`src/rtl/wdt_pkg.sv`:
```
package wdt_pkg;
  typedef enum logic [1:0] {
    ST_IDLE   = 2'd0,
    ST_FIRST  = 2'd1,
    ST_SECOND = 2'd2,
    ST_DELAY  = 2'd3
  } wdt_state_e;

  localparam int NFLAG    = 2;
  localparam int FLAG_VIO = 0;
  localparam int FLAG_SYS = 1;
endpackage

```
`src/rtl/wdt_cnt.sv`:
```
module wdt_cnt #(
  parameter int CW = 16
) (
  input  logic          clk,
  input  logic          rst_n,
  input  logic          load,
  input  logic [CW-1:0] load_val,
  input  logic          dec,
  output logic [CW-1:0] cnt,
  output logic          last
);
  logic [CW-1:0] cnt_d;
  logic          cnt_en;

  always_comb begin
    cnt_en = load | dec;
    cnt_d  = load ? load_val : (cnt - 1'b1);
  end

  always_ff @(posedge clk or negedge rst_n) begin
    if (!rst_n) begin
      cnt <= '0;
    end else if (cnt_en) begin
      cnt <= cnt_d;
    end
  end

  // a length of 0 behaves like a length of 1
  assign last = (cnt <= CW'(1));
endmodule

```
`src/rtl/wdt_irq_point.sv`:
```
module wdt_irq_point #(
  parameter int CW = 16
) (
  input  logic [1:0]    sel,
  input  logic [CW-1:0] len,
  output logic [CW-1:0] tgt
);
  localparam int PW = CW + 2;
  logic [PW-1:0] triple;
  logic [PW-1:0] thr;

  always_comb begin
    triple = {1'b0, len, 1'b0} + {2'b00, len};
    case (sel)
      2'd1:    thr = {2'b00, len} >> 2;
      2'd2:    thr = {2'b00, len} >> 1;
      2'd3:    thr = triple >> 2;
      default: thr = '0;
    endcase
    // counter value seen at the edge where the interrupt is due
    tgt = len - thr[CW-1:0];
  end
endmodule

```
`src/rtl/wdt_sticky.sv`:
```
module wdt_sticky (
  input  logic clk,
  input  logic rst_n,
  input  logic set,
  input  logic clr,
  output logic q
);
  logic q_d;
  logic q_en;

  always_comb begin
    q_en = set | clr;
    q_d  = set;
  end

  always_ff @(posedge clk or negedge rst_n) begin
    if (!rst_n) begin
      q <= 1'b0;
    end else if (q_en) begin
      q <= q_d;
    end
  end
endmodule

```
`src/rtl/wdt_windowed.sv`:
```
module wdt_windowed
  import wdt_pkg::*;
#(
  parameter int CW = 16,
  parameter int SW = 32
) (
  input  logic          clk,
  input  logic          rst_n,
  input  logic          start_i,
  input  logic          refresh_i,
  input  logic          stop_i,
  input  logic [CW-1:0] first_len_i,
  input  logic [CW-1:0] second_len_i,
  input  logic [CW-1:0] delay_len_i,
  input  logic          delay_en_i,
  input  logic          sig_en_i,
  input  logic [1:0]    irq_sel_i,
  input  logic [SW-1:0] sig_a_i,
  input  logic [SW-1:0] sig_b_i,
  input  logic [1:0]    flag_clr_i,
  output logic          win_irq_o,
  output logic          tmo_irq_o,
  output logic          sys_err_o,
  output logic          viol_flag_o,
  output logic          sys_flag_o
);
  wdt_state_e    state_q, state_d;
  logic          ld, dec, last;
  logic [CW-1:0] ld_val, cnt, win_tgt;
  logic          any_req, sig_bad, win_hit;
  logic          skip_first;
  logic          win_d, tmo_d, sys_d, viol_d;
  logic          win_q, tmo_q, sys_q;
  logic [NFLAG-1:0] flag_set, flag_q;

  wdt_cnt #(.CW(CW)) u_cnt (
    .clk      (clk),
    .rst_n    (rst_n),
    .load     (ld),
    .load_val (ld_val),
    .dec      (dec),
    .cnt      (cnt),
    .last     (last)
  );

  wdt_irq_point #(.CW(CW)) u_irq_point (
    .sel (irq_sel_i),
    .len (second_len_i),
    .tgt (win_tgt)
  );

  always_comb begin
    any_req    = refresh_i | stop_i;
    sig_bad    = sig_en_i & (sig_a_i != sig_b_i);
    win_hit    = (cnt == win_tgt);
    skip_first = (first_len_i == '0);
  end

  // next-state and output decode
  always_comb begin
    state_d = state_q;
    ld      = 1'b0;
    ld_val  = '0;
    dec     = 1'b0;
    win_d   = 1'b0;
    tmo_d   = 1'b0;
    sys_d   = 1'b0;
    viol_d  = 1'b0;
    case (state_q)
      ST_IDLE: begin
        if (start_i) begin
          ld      = 1'b1;
          ld_val  = skip_first ? second_len_i : first_len_i;
          state_d = skip_first ? ST_SECOND : ST_FIRST;
        end
      end
      ST_FIRST: begin
        if (any_req) begin
          viol_d  = 1'b1;
          sys_d   = 1'b1;
          state_d = ST_IDLE;
        end else if (last) begin
          ld      = 1'b1;
          ld_val  = second_len_i;
          state_d = ST_SECOND;
        end else begin
          dec = 1'b1;
        end
      end
      ST_SECOND: begin
        win_d = win_hit & ~any_req;
        if (refresh_i) begin
          if (sig_bad) begin
            viol_d  = 1'b1;
            sys_d   = 1'b1;
            state_d = ST_IDLE;
          end else begin
            ld      = 1'b1;
            ld_val  = skip_first ? second_len_i : first_len_i;
            state_d = skip_first ? ST_SECOND : ST_FIRST;
          end
        end else if (stop_i) begin
          state_d = ST_IDLE;
        end else if (last) begin
          tmo_d = 1'b1;
          if (delay_en_i) begin
            ld      = 1'b1;
            ld_val  = delay_len_i;
            state_d = ST_DELAY;
          end else begin
            sys_d   = 1'b1;
            state_d = ST_IDLE;
          end
        end else begin
          dec = 1'b1;
        end
      end
      ST_DELAY: begin
        if (last) begin
          sys_d   = 1'b1;
          state_d = ST_IDLE;
        end else begin
          dec = 1'b1;
        end
      end
      default: state_d = ST_IDLE;
    endcase
  end

  always_ff @(posedge clk or negedge rst_n) begin
    if (!rst_n) begin
      state_q <= ST_IDLE;
      win_q   <= 1'b0;
      tmo_q   <= 1'b0;
      sys_q   <= 1'b0;
    end else begin
      state_q <= state_d;
      win_q   <= win_d;
      tmo_q   <= tmo_d;
      sys_q   <= sys_d;
    end
  end

  always_comb begin
    flag_set           = '0;
    flag_set[FLAG_VIO] = viol_d;
    flag_set[FLAG_SYS] = sys_d;
  end

  for (genvar g = 0; g < NFLAG; g++) begin : g_flag
    wdt_sticky u_flag (
      .clk   (clk),
      .rst_n (rst_n),
      .set   (flag_set[g]),
      .clr   (flag_clr_i[g]),
      .q     (flag_q[g])
    );
  end

  assign win_irq_o   = win_q;
  assign tmo_irq_o   = tmo_q;
  assign sys_err_o   = sys_q;
  assign viol_flag_o = flag_q[FLAG_VIO];
  assign sys_flag_o  = flag_q[FLAG_SYS];
endmodule

```
`config.mk`:
```
export PLATFORM = sky130hd
export DESIGN_NAME = wdt_windowed
export DESIGN_NICKNAME = d
export VERILOG_FILES = /design/src/rtl/wdt_pkg.sv /design/src/rtl/wdt_cnt.sv /design/src/rtl/wdt_irq_point.sv /design/src/rtl/wdt_sticky.sv /design/src/rtl/wdt_windowed.sv
export SDC_FILE = /design/constraint.sdc
export NUM_CORES = 1
export LEC_CHECK = 0
export BUFFER_PORTS_ARGS = -buffer_cell sky130_fd_sc_hd__buf_2
export CAP_MARGIN = 40
export CORE_MARGIN = 10
export CORE_UTILIZATION = 30
export DETAILED_ROUTE_END_ITERATION = 10
export GPL_TIMING_DRIVEN = 1
export PLACE_DENSITY = 0.53
export SLEW_MARGIN = 20
export SYNTH_ARGS = -nofsm -noshare
export SYNTH_HDL_FRONTEND = slang
export SYNTH_SLANG_ARGS = --single-unit
export TNS_END_PERCENT = 5
```
`constraint.sdc`:
```
create_clock -name clk -period 4.2 [get_ports clk]
set_input_delay 0.63 -clock clk [delete_from_list [all_inputs] [get_ports clk]]
set_output_delay 0.63 -clock clk [all_outputs]
set_load 0.005 [all_outputs]
```
==> summary.txt, run 1 <==
Detailed routing
  – Top Layer Used: met4
  – Drt total wl: between 10,000 and 15,000 um
  – Iter 0 DRT Violations: 214
  – Met2 Wirelength: between 7000 and 8000 um
  – WL/cell: 15.85 um
  – Vias after detailed routing: 4,421
  – Drt pass-1 iters: 5
  – DRT met1 WL: 6006 um
  – DRC errors left: 0
  – Detail Route Antenna Nets: 0
  – Average vias per placed instance: between 5 and 6
  – WL met3: 476 um

Worst hold path
  – Hold crit path type: in -> async

Synth
  – Distinct cells, synth: between 50 and 60
  – Main synth FF type: dfrtp_1
  – Yosys Warn Count: 0
  – Top cell type's share of synthesized area: 14.61%
  – Area leader, netlist: dfrtp_1
  – Fraction of registers with async set or reset after synthesis: 100.0%
  – Mapped cell area: 3940 um^2
  – Number of register bits inferred by synthesis: 23
  – Post-synthesis sequential area ratio: 14.61%
  – Post-synth EDFFs: 0
  – Mapped Cells: between 500 and 600
  – Ranking of synthesized cells by area: dfrtp_1 15%, ha_1 11%, xor2_1 9.6%
  – Avg Synthesized Cell Area: 7.592 um^2
  – Syn nets: 680

Global route
  – Vias in the first global route: roughly 4.5k
  – GRT Resource Usage Total: 14.52%
  – Largest net degree at the start of global routing: 32
  – Grt ovf: 0
  – Initial antenna violation count: 0
  – First-pass GRT wire length: 21,930 um

STA
  – Worst Slack Setup Final: -0.1139 ns
  – FMAX: 231.8 MHz
  – Endpoints failing setup: 1
  – Fin. max-slew vios: 0
  – Worst Skew: approximately 0.0039 ns
  – Relative slew margins: 58.47%
  – Worst-margin pin slew: around 0.62 ns
  – RSZ-0062 raised after global routing: yes
  – Crit path time final: 4.314 ns
  – Fin crit share: 102.7%
  – Endpoints failing hold: 0

CTS
  – Total CTS buffers: 3
  – Htree depth: 1
  – Root Driver: clkbuf_16
  – Post-cts hold buffer count: 0
  – Maximum clock insertion buffer count: 2
  – Worst-path clk slew: roughly 0.060 ns
  – Clock Latency Late Sink: 0.26 ns
  – CTS sink count: 23
  – CTS tree: yes

Place
  – DP HPWL: 11,700 um
  – Cell Area, Placed: 5230 um^2
  – Placed cell count: approximately 860
  – Buffers on Ports: 127
  – GPL Wtd Cong: roughly 0.93

Setup path
  – Worst r2r src: u_cnt.cnt[4]
  – Most Frequent Cell on Critical Path: nor4_2
  – Crit path max fanout: 3
  – Worst r2r path cells: 8
  – Worst endpoint required time: 4.34 ns
  – CP max-delay cell: or4_4
  – Crit path cell chain: buf_8, ha_4, or4_4, o32ai_4, or2_4, nand2b_4, a21oi_2, xnor2_1, mux2_4, a22oi_2, ha_1, a21o_1, a2111oi_4, nand2_1, nor4_2, nand4_1, nor4_2, o2111ai_2, a2111oi_2
  – Crit end category: register
  – WP data arrival: roughly 4.5 ns
  – Critical path class: in -> reg
  – CP max stage delay: approximately 0.54 ns
  – Worst r2r dst: u_cnt.cnt[11]
  – CP Launch Type: primary input
  – Worst R2R Setup Slack: 1.22 ns

Floorplan
  – Die height: 134.6 um
  – Core area: 12,720 um^2
  – Starting Density: 30.97%
  – Ports: 128
  – Row Count: 41
  – Die width: 134.6 um
  – Die ar.: 18,120 um^2

Finish
  – Post-Layout Cell Count: 873
  – Design Area, Final: approximately 5600 um^2
  – Area Growth Syn to Fin: 42.20%
  – Share of layout cells above drive strength 1: 36.09%
  – Diode count: 0
  – Commonest non-fill, non-tap cells in the layout: 120 x buf_2, 73 x buf_4, 45 x nand2_1
  – Most common cell after layout, fill and taps aside: buf_2
  – Fill cells: 1,332
  – Final nets: 863

Pwr
  – Peak VDD IR: 0.0001707 V
  – Power density over cell area: between 300 and 400 nW/um^2
  – Lkg Pwr: approximately 2.5 nW

Outcome
  – Outcome: complete, but fails checks
  – Failing checks: setup timing

Job
  – Max Cap Violations: 0
[flip-flops by register name, indices dropped and copies added, names as in the netlist]
register and flops:
win_irq_o 1, state_q 2, u_cnt.cnt 16, g_flag.u_flag.q 2, sys_err_o 1, tmo_irq_o 1
[Yosys cell counts (15+ instances only)]
cell,instances
nand2_1,46
a21oi_1,44
nor2_1,43
xor2_1,43
xnor2_1,37
ha_1,36
a22oi_1,25
dfrtp_1,23
inv_1,20
o21ai_0,20
a31oi_1,17
nor4_1,17
nand3_1,15
[power by group]
part,switching (W),total (W),internal (W)
sequential,0.000155,0.000482,0.000327
clock,0.0000813,0.000211,0.000130
combinational,0.000745,0.00143,0.000682
total,0.000982,0.00212,0.00114
[layer usage]
metal,vias to the layer above,GRT usage (%)
li1,2255,-
met1,2071,17.84
met2,88,26.63
met3,7,1.929
met4,0,2.177
met5,-,0
[repair_timing]
action | in CTS | in global routing
pin swaps | 11 | 33
buffers inserted | 4 | 6
resized for setup | 4 | 39
setup endpoints to repair | 1 | 1
[final cells by class]
cell class / count / area, um^2 / share of cell area (%)
clock buffer: 4 / 78.83 / 1.407
inverter: 20 / 77.57 / 1.385
multi-input combinational: 455 / 3432 / 61.26
sequential: 23 / 575.6 / 10.27
tap: 172 / 215.2 / 3.841
timing repair buffer: 199 / 1224 / 21.84
[critical path: cells and delay by family]
| kind | cells | cell delay, ns |
|---|---|---|
| fa+ha+maj | 2 | 0.41 |
| xor+xnor | 1 | 0.08 |
| buf+inv | 1 | 0.10 |
| simple gates | 7 | 1.37 |
| compound gates | 7 | 1.57 |
| mux | 1 | 0.26 |
[worst max path at each step]
stage,end,slack [ns],startpoint
6_report,win_irq_o,-0.11,second_len_i[7]
5_1_grt,win_irq_o,-0.41,second_len_i[7]
4_1_cts,win_irq_o,-0.21,second_len_i[1]
3_5_place_dp,win_irq_o,-0.58,second_len_i[1]
3_3_place_gp,win_irq_o,-0.42,second_len_i[1]
2_1_floorplan,win_irq_o,-0.03,second_len_i[8]
[metrics by stage]
stage	worst slack, ns	TNS (ns)	total power, W	util, %	hold WS (ns)
finish	-0.1139	-0.1139	0.002120	44.04	0.3550
global route	-0.4080	-0.4080	0.002303	44.04	0.4034
CTS	-0.2131	-0.2131	0.002051	42.10	0.3785
detailed placement	-0.5799	-0.5799	0.001817	41.11	0.5326
global placement	-0.4171	-0.4171	0.001806	41.11	0.5210
floorplan	-0.02615	-0.02615	0.001372	-	0.3344
[kinds of logic after synthesis]
logic type	after synthesis	share of synthesized area [%]
multiplexers	12	3.303
adder cells (fa/ha/maj)	38	12.45
XOR/XNOR	80	17.78
flip-flops	23	14.61
AND/OR/NAND/NOR	176	22.96
AO/OA/AOI/OAI	149	24.42
buffers and inverters	41	4.477
Note: power is estimated with default switching activity, not from simulation.
==> inputs of run 2 (changes only) <==
Settings changed: RECOVER_POWER from default to 100.
==> summary.txt, run 2 (synthesized netlist as in run 1, its figures left out) <==
Detailed routing
  – Detail Route Antenna Nets: 0 (unchanged)
  – Average vias per placed instance: 5.054 (was 5.064)
  – Vias after detailed routing: 4,412 (was 4,421)
  – Drt pass-1 iters: 5 (unchanged)
  – Drt total wl: 13,810 um (was 13,830 um)
  – Iter 0 DRT Violations: 210 (was 214)
  – DRC errors left: 0 (unchanged)
  – WL/cell: 15.82 um (was 15.85 um)

Pwr
  – Lkg Pwr: 2.474 nW (was 2.495 nW)
  – Peak VDD IR: 0.0001697 V (was 0.0001707 V)
  – Switching portion of total power: 46.34% (was 46.31%)
  – Sw power: 0.0009779 W (was 0.0009816 W)
  – Int Power: 0.001132 W (was 0.001138 W)
  – Reg power frac: 22.8% (was 22.7%)
  – Power share of the combinational group: 67.3% (about the same)
  – Power density over cell area: 377.4 nW/um^2 (was 378.3 nW/um^2)
  – Clock Power Share: 10.0% (about the same)

Global route
  – Vias in the first global route: 4,495 (unchanged)
  – First-pass GRT wire length: 21,930 um (unchanged)
  – GRT Resource Usage Total: 14.52% (unchanged)
  – Initial antenna violation count: 0 (unchanged)
  – Largest net degree at the start of global routing: 32 (unchanged)
  – Grt ovf: 0 (unchanged)

Finish
  – Biggest register: u_cnt.cnt (unchanged)
  – Most common cell after layout, fill and taps aside: buf_2 (unchanged)
  – Diode count: 0 (unchanged)
  – Commonest non-fill, non-tap cells in the layout: 114 x buf_2, 73 x buf_4, 45 x nand2_1 (was 120 x buf_2, 73 x buf_4, 45 x nand2_1)
  – Biggest regs: u_cnt.cnt x16, g_flag.u_flag.q x2, state_q x2 (unchanged)
  – Area Growth Syn to Fin: 41.92% (was 42.20%)
  – Final nets: 863 (unchanged)
  – Largest register FFs: 16 (unchanged)
  – Share of layout cells above drive strength 1: 34.95% (was 36.09%)

STA
  – FMAX: 231.8 MHz (about the same)
  – Endpoints failing hold: 0 (unchanged)
  – Endpoints failing setup: 1 (unchanged)
  – Total Neg Setup Slack: -0.1140 ns (was -0.1139 ns)
  – Worst-margin pin slew: 1.342 ns (was 0.6230 ns)
  – Worst Slack Setup Final: -0.1140 ns (was -0.1139 ns)
  – Worst Skew: 0.003008 ns (was 0.003891 ns)
  – Fin. max-slew vios: 0 (unchanged)
  – Relative slew margins: 10.56% (was 58.47%)
  – Crit path time final: 4.314 ns (about the same)
  – RSZ-0062 raised after global routing: yes (unchanged)
  – Fin crit share: 102.7% (about the same)

Setup path
  – CP max stage delay: 0.54 ns (about the same)
  – Most Frequent Cell on Critical Path: nor4_2 (unchanged)
  – Crit end category: register (unchanged)
  – Worst endpoint required time: 4.34 ns (about the same)
  – WP data arrival: 4.46 ns (about the same)
  – Worst r2r path cells: 8 (unchanged)
  – CP Launch Type: primary input (unchanged)
  – CP max-delay cell: or4_4 (unchanged)
  – Crit path cell chain: buf_8, ha_4, or4_4, o32ai_4, or2_4, nand2b_4, a21oi_2, xnor2_1, mux2_4, a22oi_2, ha_1, a21o_1, a2111oi_4, nand2_1, nor4_2, nand4_1, nor4_2, o2111ai_2, a2111oi_2 (unchanged)
  – Critical path class: in -> reg (unchanged)
  – Worst R2R Setup Slack: 0.85 ns (was 1.22 ns)
  – Crit path max fanout: 3 (unchanged)

Place
  – GPL Wtd Cong: 0.9304 (unchanged)
  – Pre-CTS setup slack: -0.5799 ns (unchanged)
  – DP HPWL: 11,700 um (unchanged)
  – Buffers on Ports: 127 (unchanged)

CTS
  – Worst-path clk slew: 0.06 ns (about the same)
  – CTS sink count: 23 (unchanged)
  – Total CTS buffers: 3 (unchanged)
  – Clock Latency Late Sink: 0.26 ns (about the same)
  – Htree depth: 1 (unchanged)
  – Maximum clock insertion buffer count: 2 (unchanged)
  – CTS tree: yes (unchanged)
  – Root Driver: clkbuf_16 (unchanged)

Floorplan
  – Starting Density: 30.97% (unchanged)
  – Ports: 128 (unchanged)
  – Die width: 134.6 um (unchanged)
  – Row Count: 41 (unchanged)
  – Die height: 134.6 um (unchanged)
  – Core area: 12,720 um^2 (unchanged)
  – Die ar.: 18,120 um^2 (unchanged)

Job
  – Max Cap Violations: 0 (unchanged)

Outcome
  – Outcome: complete, but fails checks (unchanged)
  – Failing checks: setup timing (unchanged)

Worst hold path
  – Hold crit path type: reg -> reg (was in -> async)
  – Hold path cells: 2
[run 2: changes by cell type in the layout (fill, tap and decap cells not counted)]
cell	before	now
or4_4	2	1
or4_1	1	2
buf_2	120	114
clkbuf_1	1	7
o21ba_2	1	0
o21ba_1	0	1
[run 2: worst max-delay path, delay by kind of cell]
family / cells / cell delay, ns
buf+inv: 1 / 0.10
fa+ha+maj: 2 / 0.41
compound gates: 7 / 1.57
xor+xnor: 1 / 0.08
simple gates: 7 / 1.37
mux: 1 / 0.26
[run 2: through the flow]
| step | total power (W) | hold WS, ns | instances | utilization (%) | cell area [um^2] |
|---|---|---|---|---|---|
| 2_1_floorplan | 0.001372 | 0.3344 | 519 | - | 4033 |
| 4_1_cts | 0.002051 | 0.3785 | 866 | 42.10 | 5356 |
| 5_1_grt | 0.002296 | 0.5569 | 873 | 43.95 | 5592 |
| 6_report | 0.002110 | 0.5421 | 873 | 43.95 | 5592 |
| 3_5_place_dp | 0.001817 | 0.5326 | 858 | 41.11 | 5230 |
| 3_3_place_gp | 0.001806 | 0.5210 | 858 | 41.11 | 5230 |
[run 2: final timing paths]
kind                                       to          startpoint
setup / recovery                    win_irq_o     second_len_i[7]
hold / removal             g_flag[0].u_flag.q  g_flag[0].u_flag.q
setup reg to reg                u_cnt.cnt[11]        u_cnt.cnt[4]
hold reg to reg            g_flag[0].u_flag.q  g_flag[0].u_flag.q
max in group asynchronous        u_cnt.cnt[6]               rst_n
min in group asynchronous           sys_err_o               rst_n
[run 2: power by group through the flow]
stage          clock network (W)  registers [W]  logic, W
3_3_place_gp                   0       0.000481   0.00132
2_1_floorplan                  0       0.000430  0.000941
6_report                0.000210       0.000480   0.00142
5_1_grt                 0.000225       0.000498   0.00157
4_1_cts                 0.000214       0.000480   0.00136
3_5_place_dp                   0       0.000484   0.00133
[run 2: routing by layer]
metal | vias up | part of all wire (%) | GRT usage (%) | wire (um)
met1 | 2060 | 44 | 17.84 | 6031
li1 | 2255 | - | - | -
met4 | 0 | 0.85 | 2.177 | 117
met3 | 7 | 3.4 | 1.929 | 465
met2 | 90 | 52 | 26.63 | 7196
met5 | - | 0 | 0 | 0
[run 2: final cells by class]
type | count | area [um^2]
Timing Repair Buffer | 199 | 1216
Sequential cell | 23 | 575.6
Inverter | 20 | 77.57
Clock buffer | 4 | 78.83
Fill cell | 1333 | 7131
Multi-Input combinational cell | 455 | 3428
Tap cell | 172 | 215.2
[run 2: repair_timing]
action                                  in CTS  in global routing
endpoints found under the setup margin       1                  1
gates resized for setup                      4                 39
hold buffers                                 0                  0
setup buffers                                4                  6
pin swaps                                   11                 33
==> inputs of run 3 (changes only) <==
Settings changed: MAX_ROUTING_LAYER from default to met4.
==> summary.txt, run 3 (synthesized netlist as in run 1, its figures left out) <==
Detailed routing
  – Iter 0 DRT Violations: 234 (was 210)
  – Vias after detailed routing: 4,385 (was 4,412)
  – Drt pass-1 iters: 5 (unchanged)
  – Detail Route Antenna Nets: 0 (unchanged)
  – Drt total wl: 13,350 um (was 13,810 um)
  – WL/cell: 15.40 um (was 15.82 um)
  – DRC errors left: 0 (unchanged)
  – Average vias per placed instance: 5.058 (was 5.054)

Floorplan
  – Starting Density: 30.97% (unchanged)
  – Core area: 12,720 um^2 (unchanged)
  – Row Count: 41 (unchanged)
  – Die width: 134.6 um (unchanged)
  – Die height: 134.6 um (unchanged)
  – Ports: 128 (unchanged)
  – Die ar.: 18,120 um^2 (unchanged)

STA
  – Worst-margin pin slew: 1.319 ns (was 1.342 ns)
  – Endpoints failing setup: 1 (unchanged)
  – Worst Slack Setup Final: -0.07523 ns (was -0.1140 ns)
  – Fin. max-slew vios: 0 (unchanged)
  – Crit path time final: 4.275 ns (was 4.314 ns)
  – Endpoints failing hold: 0 (unchanged)
  – RSZ-0062 raised after global routing: yes (unchanged)
  – Fin crit share: 101.8% (was 102.7%)
  – FMAX: 233.9 MHz (was 231.8 MHz)
  – Relative slew margins: 12.05% (was 10.56%)
  – Worst hold slack: 0.5419 ns (was 0.5421 ns)
  – Worst Skew: 0.005536 ns (was 0.003008 ns)
  – Total Neg Setup Slack: -0.07523 ns (was -0.1140 ns)

Setup path
  – Worst r2r dst: u_cnt.cnt[5] (was u_cnt.cnt[11])
  – Worst r2r path cells: 8 (unchanged)
  – Crit path max fanout: 3 (unchanged)
  – Critical path class: in -> reg (unchanged)
  – Worst r2r src: u_cnt.cnt[4] (unchanged)
  – Worst endpoint required time: 4.35 ns (was 4.34 ns)
  – Crit end category: register (unchanged)
  – Worst R2R Setup Slack: 0.67 ns (was 0.85 ns)
  – CP Launch Type: primary input (unchanged)
  – WP data arrival: 4.42 ns (was 4.46 ns)

Place
  – GPL Wtd Cong: 0.9295 (was 0.9304)
  – Buffers on Ports: 127 (unchanged)
  – Pre-CTS setup slack: -0.5893 ns (was -0.5799 ns)
  – DP HPWL: 11,630 um (was 11,700 um)

Outcome
  – Outcome: complete, but fails checks (unchanged)
  – Failing checks: setup timing (unchanged)

Finish
  – Share of layout cells above drive strength 1: 33.53% (was 34.95%)
  – Fill cells: 1,363 (was 1,333)
  – Biggest regs: u_cnt.cnt x16, g_flag.u_flag.q x2, state_q x2 (unchanged)
  – Area Growth Syn to Fin: 37.28% (was 41.92%)
  – Most common cell after layout, fill and taps aside: buf_2 (unchanged)
  – Final nets: 857 (was 863)
  – Diode count: 0 (unchanged)
  – Commonest non-fill, non-tap cells in the layout: 121 x buf_2, 66 x buf_4, 46 x nand2_1 (was 114 x buf_2, 73 x buf_4, 45 x nand2_1)
  – Biggest register: u_cnt.cnt (unchanged)
  – Seq. cell area: 575.6 um^2 (unchanged)
  – Area of the multi-input gates: 3339 um^2 (was 3428 um^2)
  – Largest register FFs: 16 (unchanged)

Worst hold path
  – Hold path cells: 2 (unchanged)
  – Worst hold path endpoint: g_flag[1].u_flag.q (was g_flag[0].u_flag.q)
  – Hold crit path type: reg -> reg (unchanged)
  – Hold Startpoint: g_flag[1].u_flag.q (was g_flag[0].u_flag.q)

CTS
  – Clock Latency Late Sink: 0.26 ns (about the same)
  – CTS tree: yes (unchanged)
  – Total CTS buffers: 3 (unchanged)
  – CTS sink count: 23 (unchanged)
  – Root Driver: clkbuf_16 (unchanged)
  – Worst-path clk slew: 0.07 ns (was 0.06 ns)
  – Maximum clock insertion buffer count: 2 (unchanged)
  – Htree depth: 1 (unchanged)

Global route
  – GRT Resource Usage Total: 14.80% (was 14.52%)
  – Grt ovf: 0 (unchanged)
  – Vias in the first global route: 4,509 (was 4,495)
  – Initial antenna violation count: 0 (unchanged)
  – First-pass GRT wire length: 21,820 um (was 21,930 um)
  – Largest net degree at the start of global routing: 32 (unchanged)

Pwr
  – Lkg Pwr: 2.408 nW (was 2.474 nW)
  – Peak VDD IR: 0.0001662 V (was 0.0001697 V)
  – Power density over cell area: 381.4 nW/um^2 (was 377.4 nW/um^2)
  – Total Power: 0.002063 W (was 0.002110 W)

Job
  – Max Cap Violations: 0 (unchanged)
[run 3: routing by layer]
metal | share of wire (%) | GRT usage [%] | up-vias | routed length (um)
met5 | 0 | - | - | 0
met4 | 1.8 | 3.628 | 0 | 235
met3 | 2.5 | 0.8902 | 15 | 336
met2 | 50 | 26.08 | 87 | 6705
met1 | 46 | 18.04 | 2033 | 6077
li1 | - | - | 2250 | -
[run 3: layout make-up]
type                       count  share of cell area, %
tap                          172                  3.979
sequential                    23                  10.64
clock inverter                 1                0.09253
clock buffer                   3                  1.388
inverter                      20                  1.388
multi-input combinational    455                  61.74
timing repair buffer         193                  20.77
[run 3: worst max path at each step]
stage,startpoint,cells after the start,end
after CTS,second_len_i[1],21,win_irq_o
after global placement,second_len_i[1],22,win_irq_o
after global routing,second_len_i[1],21,win_irq_o
after floorplan,second_len_i[8],19,win_irq_o
after detailed placement,second_len_i[1],22,win_irq_o
final,second_len_i[1],18,win_irq_o
[run 3: repair_timing]
item,CTS,global route
hold buffers,0,0
buffers inserted,1,1
pin swaps,6,3
gates resized for setup,8,8
setup endpoints to repair,1,1
[run 3: critical path, stage by stage]
cell and delay, ns:
buf_2 0.11, buf_4 0.13, ha_1 0.27, nand4_1 0.13, a21oi_2 0.27, o32ai_2 0.14
or2_4 0.27, a211oi_2 0.23, nand2_1 0.08, a21oi_1 0.16, o21a_1 0.13, mux2_2 0.34
ha_1 0.32, buf_4 0.15, a2111oi_1 0.38, a21oi_1 0.14, xor2_1 0.19, a2111oi_2 0.35
[run 3: power by group]
part           total, W  switching, W  internal, W
clock network  0.000212     0.0000835     0.000128
logic           0.00138      0.000725     0.000653
registers      0.000473      0.000146     0.000327
total           0.00206      0.000954      0.00111
[run 3: stage by stage]
step / utilization [%] / std cells / area, um^2
finish: 42.52 / 867 / 5409
global route: 42.52 / 867 / 5409
CTS: 42.25 / 865 / 5375
detailed placement: 41.23 / 860 / 5245
global placement: 41.23 / 860 / 5245
floorplan: - / 519 / 4033
